File: src/rtl/ocp_skip_pkg.sv
// Shared types for the over-current pulse-skip controller.
// Assumes: nothing beyond IEEE 1800-2017 packages.
package ocp_skip_pkg;

    // Controller phase: normal, skipping, confirmation window, latched fault
    typedef enum logic [1:0] {
        ST_IDLE  = 2'd0,
        ST_SKIP  = 2'd1,
        ST_WATCH = 2'd2,
        ST_FAULT = 2'd3
    } ocp_state_e;

endpackage

File: src/rtl/ocp_cycle_counter.sv
// Counts switching-period strobes since the last over-current detection.
// Assumes: clr has priority over adv; the caller keeps the count below 2**CNT_W.
module ocp_cycle_counter #(
    parameter int CNT_W = 4
) (
    input  logic             clk,
    input  logic             rst_n,
    input  logic             clr,
    input  logic             adv,
    output logic [CNT_W-1:0] count
);

    // Purpose: clear or step the period count
    always_ff @(posedge clk) begin
        if (!rst_n)   count <= '0;
        else if (clr) count <= '0;
        else if (adv) count <= count + 1'b1;
    end

endmodule

File: src/rtl/ocp_skip_fsm.sv
// Phase sequencer: first detection -> skip phase -> confirmation window -> idle or fault.
// Assumes: count holds the number of strobes seen since the detection that opened
// the sequence; decisions are taken only on edges where cyc_start is high.
module ocp_skip_fsm
    import ocp_skip_pkg::*;
#(
    parameter int SKIP_CYCLES  = 8,
    parameter int WATCH_CYCLES = 8,
    parameter int CNT_W        = 4
) (
    input  logic             clk,
    input  logic             rst_n,
    input  logic             cyc_start,
    input  logic             ilim_det,
    input  logic             ss_done,
    input  logic [CNT_W-1:0] count,
    output logic             cnt_clr,
    output logic             cnt_adv,
    output ocp_state_e       state
);

    localparam logic [CNT_W:0] WIN_FIRST = (CNT_W+1)'(SKIP_CYCLES + 1);
    localparam logic [CNT_W:0] WIN_LAST  = (CNT_W+1)'(SKIP_CYCLES + WATCH_CYCLES);

    ocp_state_e     state_nxt;
    logic [CNT_W:0] strobe_no;
    logic           in_window;

    // Purpose: number of the period this strobe opens, and whether it lies in the window
    always_comb begin
        strobe_no = {1'b0, count} + 1'b1;
        in_window = (state == ST_WATCH) ||
                    ((state == ST_SKIP) && (strobe_no == WIN_FIRST));
    end

    // Purpose: next phase and counter control for this strobe
    always_comb begin
        state_nxt = state;
        cnt_clr   = 1'b0;
        cnt_adv   = 1'b0;
        if (cyc_start) begin
            if (state == ST_IDLE) begin
                if (ilim_det) begin
                    state_nxt = ST_SKIP;
                    cnt_clr   = 1'b1;
                end
            end else if (in_window) begin
                if (ilim_det && ss_done) begin
                    state_nxt = ST_FAULT;
                end else if (ilim_det) begin
                    state_nxt = ST_SKIP;
                    cnt_clr   = 1'b1;
                end else if (strobe_no == WIN_LAST) begin
                    state_nxt = ST_IDLE;
                    cnt_clr   = 1'b1;
                end else begin
                    state_nxt = ST_WATCH;
                    cnt_adv   = 1'b1;
                end
            end else if (state == ST_SKIP) begin
                cnt_adv = 1'b1;
            end
        end
    end

    // Purpose: phase register
    always_ff @(posedge clk) begin
        if (!rst_n) state <= ST_IDLE;
        else        state <= state_nxt;
    end

endmodule

File: src/rtl/ocp_skip_ctrl.sv
// Top of the over-current pulse-skip controller.
// Assumes: cyc_start is a single-clock strobe per switching period and ilim_det is
// already synchronous to clk. Outputs are decoded from the registered phase only.
module ocp_skip_ctrl
    import ocp_skip_pkg::*;
#(
    parameter int SKIP_CYCLES  = 8,
    parameter int WATCH_CYCLES = 8,
    parameter int CNT_W        = $clog2(SKIP_CYCLES + WATCH_CYCLES)
) (
    input  logic clk,
    input  logic rst_n,
    input  logic cyc_start,
    input  logic ilim_det,
    input  logic ss_done,
    output logic hs_inhibit,
    output logic fault_req
);

    logic [CNT_W-1:0] count;
    logic             cnt_clr;
    logic             cnt_adv;
    ocp_state_e       state;

    ocp_cycle_counter #(.CNT_W(CNT_W)) u_cnt (
        .clk   (clk),
        .rst_n (rst_n),
        .clr   (cnt_clr),
        .adv   (cnt_adv),
        .count (count)
    );

    ocp_skip_fsm #(
        .SKIP_CYCLES  (SKIP_CYCLES),
        .WATCH_CYCLES (WATCH_CYCLES),
        .CNT_W        (CNT_W)
    ) u_fsm (
        .clk       (clk),
        .rst_n     (rst_n),
        .cyc_start (cyc_start),
        .ilim_det  (ilim_det),
        .ss_done   (ss_done),
        .count     (count),
        .cnt_clr   (cnt_clr),
        .cnt_adv   (cnt_adv),
        .state     (state)
    );

    // Purpose: glitch-free outputs from the phase register
    always_comb begin
        hs_inhibit = (state == ST_SKIP) || (state == ST_FAULT);
        fault_req  = (state == ST_FAULT);
    end

endmodule

File: config.mk
export PLATFORM = sky130hd
export DESIGN_NAME = ocp_skip_ctrl
export DESIGN_NICKNAME = d
export VERILOG_FILES = /design/src/rtl/ocp_skip_pkg.sv /design/src/rtl/ocp_cycle_counter.sv /design/src/rtl/ocp_skip_fsm.sv /design/src/rtl/ocp_skip_ctrl.sv
export SDC_FILE = /design/constraint.sdc
export NUM_CORES = 1
export LEC_CHECK = 0
export BUFFER_PORTS_ARGS = -buffer_cell sky130_fd_sc_hd__buf_4
export CAP_MARGIN = 40
export CORE_MARGIN = 2
export CORE_UTILIZATION = 40
export CTS_CLUSTER_DIAMETER = 40
export DETAILED_ROUTE_END_ITERATION = 12
export GPL_TIMING_DRIVEN = 0
export PLACE_DENSITY_LB_ADDON = 0.3
export SETUP_SLACK_MARGIN = 0.15
export SLEW_MARGIN = 15
export SYNTH_ARGS = -nofsm -noshare
export SYNTH_HDL_FRONTEND = slang
export SYNTH_SLANG_ARGS = --single-unit
File: constraint.sdc
create_clock -name clk -period 1.7 [get_ports clk]
set_clock_uncertainty 0.15 [all_clocks]
set_input_delay 0.34 -clock clk [delete_from_list [all_inputs] [get_ports clk]]
set_output_delay 0.34 -clock clk [all_outputs]
set_load 0.01 [all_outputs]
# == After elaboration in Yosys (flattened, before gate mapping) ==
# Cells that the tools add are included.
# word_totals
regBits,6
input_bits,5
output_inout_bits,2
wordCells,39
# op_classes
add_sub_neg,2
n_eq_ne,6
n_mux,20
bitwise,1
n_reduce_logical,8
# ops
operator,count
two-way mux 1 bit,14
two-way mux 2 bit,6
adder 4 x 1 -> 5 bit (second input constant),1
equality test 5 x 4 -> 1 bit (second input constant),1
equality test 5 bit (second input constant),1
adder 4 x 1 -> 4 bit (second input constant),1
equality test 2 bit (second input constant),2
AND reduction 3 bit,1
equality test 2 x 1 -> 1 bit (second input constant),1
logical AND 1 bit,2
logical NOT 2 bit,1
logical OR 1 bit,2
inequality test 2 bit (second input constant),1
nonzero test 2 bit,1
OR reduction 2 bit,1
NOT 1 bit,1

# == Longest topological paths before layout ==
# Gate-level depths: netlist of run 1.
# logic_depth
depth_word,9
mapped_depth,7
mapped_depth_nobuf,7

# == Hierarchy ==
# A second synthesis of run 1 with hierarchy kept.
# unflattened
cells_unflattened,43
hier_area_um2,377.9
# by_module_without_submodules
module,n_inst,cells_each,area_per_inst_um2,seq_area_each_um2
ocp_skip_fsm,1,24,186.4,40.0
ocp_cycle_counter,1,17,181.4,80.1
ocp_skip_ctrl,1,2,10.0,0.0

# == Worst setup path after synthesis of run 1 ==
# OpenSTA, ideal clock, no wires.
# synth_path
kind,reg-to-reg
from,reg u_cnt.count[0]
to,reg u_cnt.count[2]
setup_time_ps,72
t_arrival_ps,1656
required_time_ps,1478
setup_slack_ps,-177
path_stages_with_launch,8
n_path_buf,0
synth_period_minus_slack_ps,1877
path_cell_list,dfxtp_1 -> inv_1 -> ha_1 -> or2b_2 -> nor4_4 -> or3_4 -> a21boi_2 -> mux2i_1
# synth_between
elab_chain_cells,9
word_cells_on_any_way,19
cone_classes,add/sub (2); eq/ne (2); mux (12); reduce/logical (3)
# synth_rtl
element,line_no,text
from (decl),ocp_cycle_counter.sv:10,output logic [CNT_W-1:0] count
from (signal assigned),ocp_cycle_counter.sv:17,else if (adv) count <= count + 1'b1;
adder 4 x 1 -> 5 bit (*),ocp_skip_fsm.sv:31,"strobe_no = {1'b0, count} + 1'b1;"
named net u_fsm.strobe_no[0],ocp_skip_fsm.sv:26,logic [CNT_W:0] strobe_no;
equality test 5 bit,ocp_skip_fsm.sv:53,end else if (strobe_no == WIN_LAST) begin
two-way mux 1 bit,ocp_skip_fsm.sv:53,
two-way mux 1 bit,ocp_skip_fsm.sv:50,end else if (ilim_det) begin
two-way mux 1 bit,ocp_skip_fsm.sv:48,if (ilim_det && ss_done) begin
two-way mux 1 bit,ocp_skip_fsm.sv:47,end else if (in_window) begin
two-way mux 1 bit,ocp_skip_fsm.sv:42,if (state == ST_IDLE) begin
two-way mux 1 bit,ocp_skip_fsm.sv:41,if (cyc_start) begin
OR reduction 2 bit (no source line),-,
# The timed path passes the listed nets; every way through them passes the cells marked *.
# A chain may end at the register's enable or synchronous reset.

# == Final worst setup path of run 1 ==
# layout_path
from,reg u_cnt.count[0]
to,reg u_cnt.count[1]
# Same word-level chain as after synthesis.

==> reports/summary.txt, run 1 <==
Hold Crit Start: rst_n
slowest CP cell: dfxtp_4
most common cell after layout, fill and taps aside: buf_4
chip width: 41.4 um
leakage: 0.000267 uW
CTS clk-pin slew, worst paths: 0.05 ns
CP Buf/Inv Count: 2
Sink Count: 6
r2r setup slk: -0.09 ns
RSZ-0062 raised after global routing: true
critical path endpoint category: flop
critical path cell sequence: inv_4, ha_4, or2b_4, nor4_4, buf_4, o311ai_4, nand2_1, a21oi_1
Final Net Count: 84
Vert. Die Dim: 41.4 um
R2R cell count: 8
number of H-tree levels: 1
kind of critical path: flop to flop
critical path fanouts, max: 5
Synthesis Warnings: 0
synthesized area per cell: 9.17 um2
PortBufs: 5
Highest Clock Rate: 0.558 GHz
worst setup margin: -0.0934 ns
io pins: 7
Routed WL: 1240 um
minimum clock period: 1.79 ns
GRT Residual Overflow: 0
largest net degree at the start of global routing: 11
Starting Density: 43.0%
hold buffers post-CTS: 0
CTS tree: yes
r2r endpoint: u_cnt.count[1]
die area: 1710 um2
failing checks: setup timing
wire per inst: 13.8 um
Core Area: 1300 um2
Clock Latency Late Sink: 0.25 ns
switching power total: 113 uW
Syn Std Cell Area: 559 um2
Startpoint Class: flop
worst r2r src: u_cnt.count[0]
Cell variety after synth: 34
layout cells sized above 1: 48.0%
pwr/cell area: 521 nW/um2
Tcrit/Tclk final: 105%
area share of the largest cell type after synthesis: 21.5%
Worst Path Arrival: 1.82 ns
Syn Inst Count: 61
Clk network pwr share: 36.9%
delay-heaviest family, CP: compound AO/OA/AOI/OAI gates
Hold Path Sink: u_fsm.state[0]
Synth area leaders: dfxtp_1, nor4_4, ha_1, nand3_1, nand4_4
max_slew headroom: 71.6%
Worst-Margin Slew: 0.426 ns
setup TNS: -0.400 ns
Worst Hold Class: input port to flop
Syn Nets: 69
All-Layer GR Usage: 17.3%
maximum VDD drop: 367 uV
post-synthesis sequential area ratio: 21.5%
worst endpoint required time: 1.73 ns
Comb pwr share: 23.6%
DP Worst Slack: -0.147 ns
CTS Buf Count: 3
Final Hold Fails: 0
Final setup viols: 5
P_int: 277 uW
hpwl dp: 843 um
initial antenna violation count: 0
DRT Pass-1 Iters: 2
via count: 520
run status: finished with violations
worst setup path start: u_cnt.count[0]
gpl congestion: 0.794
Fin Hold WS: 0.202 ns
Synth Register Bits: 6
part of the power in registers: 39.5%
initial drt markers: 1
site row count: 13
Post-route DRC: 0
clock root buffer master: clkbuf_4
Crit path largest cell delay: 0.37 ns
commonest non-fill, non-tap cells in the layout: buf_4, nand3_1, inv_4, clkbuf_4
Slew Viols, Final: 0
Vias/cell: 5.78
first-pass GRT wire length: 1900 um
vias in the first global route: 485
Max Root-Sink Buffers: 2
antenna cell count: 0
Routed Antenna Nets: 0
area leader, netlist: dfxtp_1
switching share of power: 29.0%
max capacitance violation total: 0
Synth-to-Final Area Change: 34.0%
worst hold stages: 2
-- Yosys cell counts --
| cell type | n |
|---|---|
| nor3_1 | 1 |
| a21boi_2 | 1 |
| buf_6 | 1 |
| o311ai_2 | 1 |
| o21ai_0 | 2 |
| nor2_1 | 1 |
| a311oi_1 | 1 |
| a21oi_1 | 2 |
| or2b_2 | 1 |
| o32ai_2 | 1 |
| o21bai_1 | 1 |
| dfxtp_1 | 6 |
| a21boi_0 | 1 |
| a31oi_1 | 1 |
| inv_4 | 1 |
| nor4_4 | 2 |
| mux2i_1 | 2 |
| a21oi_2 | 1 |
| nand4_4 | 1 |
| nand3_1 | 7 |
| and2_1 | 1 |
| a211o_2 | 1 |
| and4_1 | 2 |
| nor2b_1 | 1 |
| nand2_1 | 3 |
| ha_1 | 3 |
| clkbuf_1 | 1 |
| nand2b_1 | 1 |
| inv_1 | 4 |
| nand3b_1 | 2 |
| o211ai_1 | 2 |
| o22ai_1 | 2 |
| o21a_1 | 2 |
| or3_4 | 1 |
-- sequential cells by signal, indices dropped and copies added, names as in the netlist --
signal	count
u_cnt.count	4
u_fsm.state	2
-- cell families after synthesis --
group	Yosys count	synth area share [%]
compound gates	19	27.7
fa+ha+maj	3	6.71
buf+inv	7	6.49
flops	6	21.5
mux	2	3.58
simple gates	24	34.0
-- timing repair --
action,in CTS,in global routing
resized for setup,5,5
setup buffers,5,0
pin swaps,5,1
endpoints found under the setup margin,7,7
-- how the worst max path moves through the flow --
| stage | slack (ns) | cells past startpoint | to |
|---|---|---|---|
| floorplan | -0.06 | 7 | u_cnt.count[2] |
| global placement | -0.14 | 6 | u_cnt.count[2] |
| detailed placement | -0.15 | 6 | u_cnt.count[3] |
| CTS | -0.09 | 7 | u_cnt.count[3] |
| global route | -0.17 | 7 | u_cnt.count[3] |
| finish | -0.09 | 8 | u_cnt.count[1] |
-- worst reg2reg max path: stages, from the launching register on --
cell,delay (ns)
dfxtp_4,0.37
inv_4,0.04
ha_4,0.14
or2b_4,0.23
nor4_4,0.04
buf_4,0.16
o311ai_4,0.33
nand2_1,0.14
a21oi_1,0.13
-- stage by stage --
| stage | util, % | cells | power [uW] | cell area, um2 |
|---|---|---|---|---|
| global placement | 49.0 | 81 | 234 | 638 |
| floorplan | - | 61 | 213 | 582 |
| global route | 57.6 | 90 | 416 | 749 |
| detailed placement | 49.0 | 81 | 235 | 638 |
| finish | 57.6 | 90 | 390 | 749 |
| CTS | 56.5 | 90 | 393 | 736 |
-- area by class of cell --
cell class	instances	area, um2
multi-input cells	48	458
clock buffers	4	26.3
well taps	15	18.8
plain buffers	2	15.0
fillers	118	552
repair buffers	10	75.1
inverters	5	26.3
flip-flops and latches	6	130
-- routing by layer --
metal / vias up / track usage [%] / share of wire, %
met4: 0 / 10.5 / 2.0
met5: - / 0 / 0
li1: 264 / - / -
met2: 10 / 29.3 / 50
met1: 240 / 17.9 / 44
met3: 6 / 6.38 / 3.2
-- power groups by stage --
stage               registers, uW  clock network, uW  logic, uW
floorplan                     155                  0       58.2
global placement              157                  0       77.1
detailed placement            157                  0       78.0
CTS                           153                150       90.3
global route                  155                159        101
finish                        154                144       92.2
No activity file was read; power rests on OpenSTA's default activity.
==> inputs of run 2 (changes only) <==
--- a/config.mk
+++ b/config.mk
@@ -5,14 +5,13 @@
 export SDC_FILE = /design/constraint.sdc
 export NUM_CORES = 1
 export LEC_CHECK = 0
-export BUFFER_PORTS_ARGS = -buffer_cell sky130_fd_sc_hd__buf_4
+export BUFFER_PORTS_ARGS = -buffer_cell sky130_fd_sc_hd__buf_2
 export CAP_MARGIN = 40
 export CORE_MARGIN = 2
 export CORE_UTILIZATION = 40
 export CTS_CLUSTER_DIAMETER = 40
 export DETAILED_ROUTE_END_ITERATION = 12
 export GPL_TIMING_DRIVEN = 0
-export PLACE_DENSITY_LB_ADDON = 0.3
 export SETUP_SLACK_MARGIN = 0.15
 export SLEW_MARGIN = 15
 export SYNTH_ARGS = -nofsm -noshare
==> run 2 against run 1 <==
Largest cell class unchanged. Critical path type unchanged. Routed wire length fell by 0.16%. Critical endpoint is now u_cnt.count[3]. The flow still finishes with violations (setup timing). First-iteration DRC count rose to 13 times the previous value. Global-route usage rose by 2.9 points. Utilization rose by 0.29 points. Highest routed layer unchanged. Worst setup slack got worse by 0.031 ns. Combinational power fell by 2.8%. Via count fell by 1.2%.
==> reports/summary.txt, run 2 (synthesis gave the netlist of run 1 again) <==
PortBufs: 5
Finished Layout Cells: 91
hpwl dp: 879 um
minimum clock period: 1.82 ns
Final setup viols: 5
Sink Count: 6
Worst Path Arrival: 1.85 ns
R2R cell count: 7
CTS clk-pin slew, worst paths: 0.06 ns
chip width: 41.4 um
commonest non-fill, non-tap cells in the layout: nand3_1, buf_4, buf_2
number of H-tree levels: 1
maximum VDD drop: 416 uV
run status: finished with violations
All-Layer GR Usage: 20.1%
CTS tree: yes
pwr/cell area: 528 nW/um2
largest net degree at the start of global routing: 11
Hold Crit Start: cyc_start
Largest Register: u_cnt.count
Vert. Die Dim: 41.4 um
Highest Clock Rate: 0.548 GHz
Routed WL: 1240 um
Startpoint Class: flop
GRT Residual Overflow: 0
wire per inst: 13.6 um
DRT Pass-1 Iters: 4
gpl congestion: 0.752
critical path fanouts, max: 3
Slew Viols, Final: 0
setup TNS: -0.389 ns
slowest CP cell: or3_4
Starting Density: 43.0%
Max Root-Sink Buffers: 2
leakage: 0.000268 uW
initial antenna violation count: 0
CTS Buf Count: 3
site row count: 13
layout cells sized above 1: 50.0%
total power: 398 uW
Crit path largest cell delay: 0.41 ns
Worst path depth: 7
biggest regs: u_cnt.count: 4 flops, u_fsm.state: 2 flops
kind of critical path: flop to flop
Core Area: 1300 um2
worst setup margin: -0.124 ns
delay-heaviest family, CP: simple AND/OR/NAND/NOR gates
max_slew headroom: 70.2%
Core Util, Final: 57.9%
die area: 1710 um2
Worst Hold Class: input port to flop
first-pass GRT wire length: 2070 um
clock root buffer master: clkbuf_4
Vias/cell: 5.65
failing checks: setup timing
critical path cell sequence: inv_4, ha_4, or2b_4, nor4_4, or3_4, a21oi_2, mux2i_1
max capacitance violation total: 0
Worst-Margin Slew: 0.447 ns
worst hold stages: 3
Synth-to-Final Area Change: 34.7%
Post-route DRC: 0
RSZ-0062 raised after global routing: true
CP Buf/Inv Count: 1
io pins: 7
max reg flops: 4
via count: 514
initial drt markers: 13
Routed Antenna Nets: 0
Final Hold Fails: 0
worst setup path start: u_cnt.count[0]
critical path endpoint category: flop
antenna cell count: 0
Tcrit/Tclk final: 107%
placed cells: 81
worst endpoint required time: 1.73 ns
most common cell after layout, fill and taps aside: nand3_1
vias in the first global route: 473
worst r2r src: u_cnt.count[0]
Fin Hold WS: 0.219 ns
Clock Latency Late Sink: 0.26 ns
Final Net Count: 85
hold buffers post-CTS: 0
==> run 2: timing repair <==
item,4_1_cts,5_1_grt
pin swaps,11,1
setup buffers,6,0
endpoints found under the setup margin,7,7
gates resized for setup,8,5
==> run 2: stage by stage <==
step                      instance area [um2]  setup slack, ns
after floorplan                           582          -0.0579
after detailed placement                  626           -0.165
final                                     753           -0.124
after global routing                      753           -0.216
after CTS                                 734           -0.135
after global placement                    626           -0.149
==> run 2: cell type report <==
class	count	area (um2)
repair buffers	11	70.1
plain buffers	2	15.0
fillers	128	548
flip-flops and latches	6	131
clock buffers	4	26.3
well taps	15	18.8
inverters	5	26.3
multi-input cells	48	465
==> run 2: path summary, 6_finish.rpt <==
check                        end  slack [ns]
setup reg to reg  u_cnt.count[3]       -0.12
hold reg to reg   u_fsm.state[1]        0.39
hold / removal    u_fsm.state[1]        0.22
setup / recovery  u_cnt.count[3]       -0.12
==> run 2: worst reg2reg max path, stage by stage (launching register included) <==
cell     delay (ns)
dfxtp_4        0.37
inv_4          0.04
ha_4           0.15
or2b_4         0.22
nor4_4         0.04
or3_4          0.41
a21oi_2        0.17
mux2i_1        0.19
==> run 2: per-layer routing <==
metal	share of wire, %	global-route usage, %	wire [um]
met5	0	0	0
met4	3.2	14.5	40
met3	3.5	7.98	43
met2	47	29.3	584
met1	46	23.6	573
==> run 2: where the power goes <==
part | leakage, uW | total (uW) | switching, uW | internal, uW
Combinational | 0.000202 | 89.6 | 47.9 | 41.7
Sequential | 0.0000516 | 154 | 9.17 | 144
Clock | 0.0000150 | 155 | 65.1 | 89.8
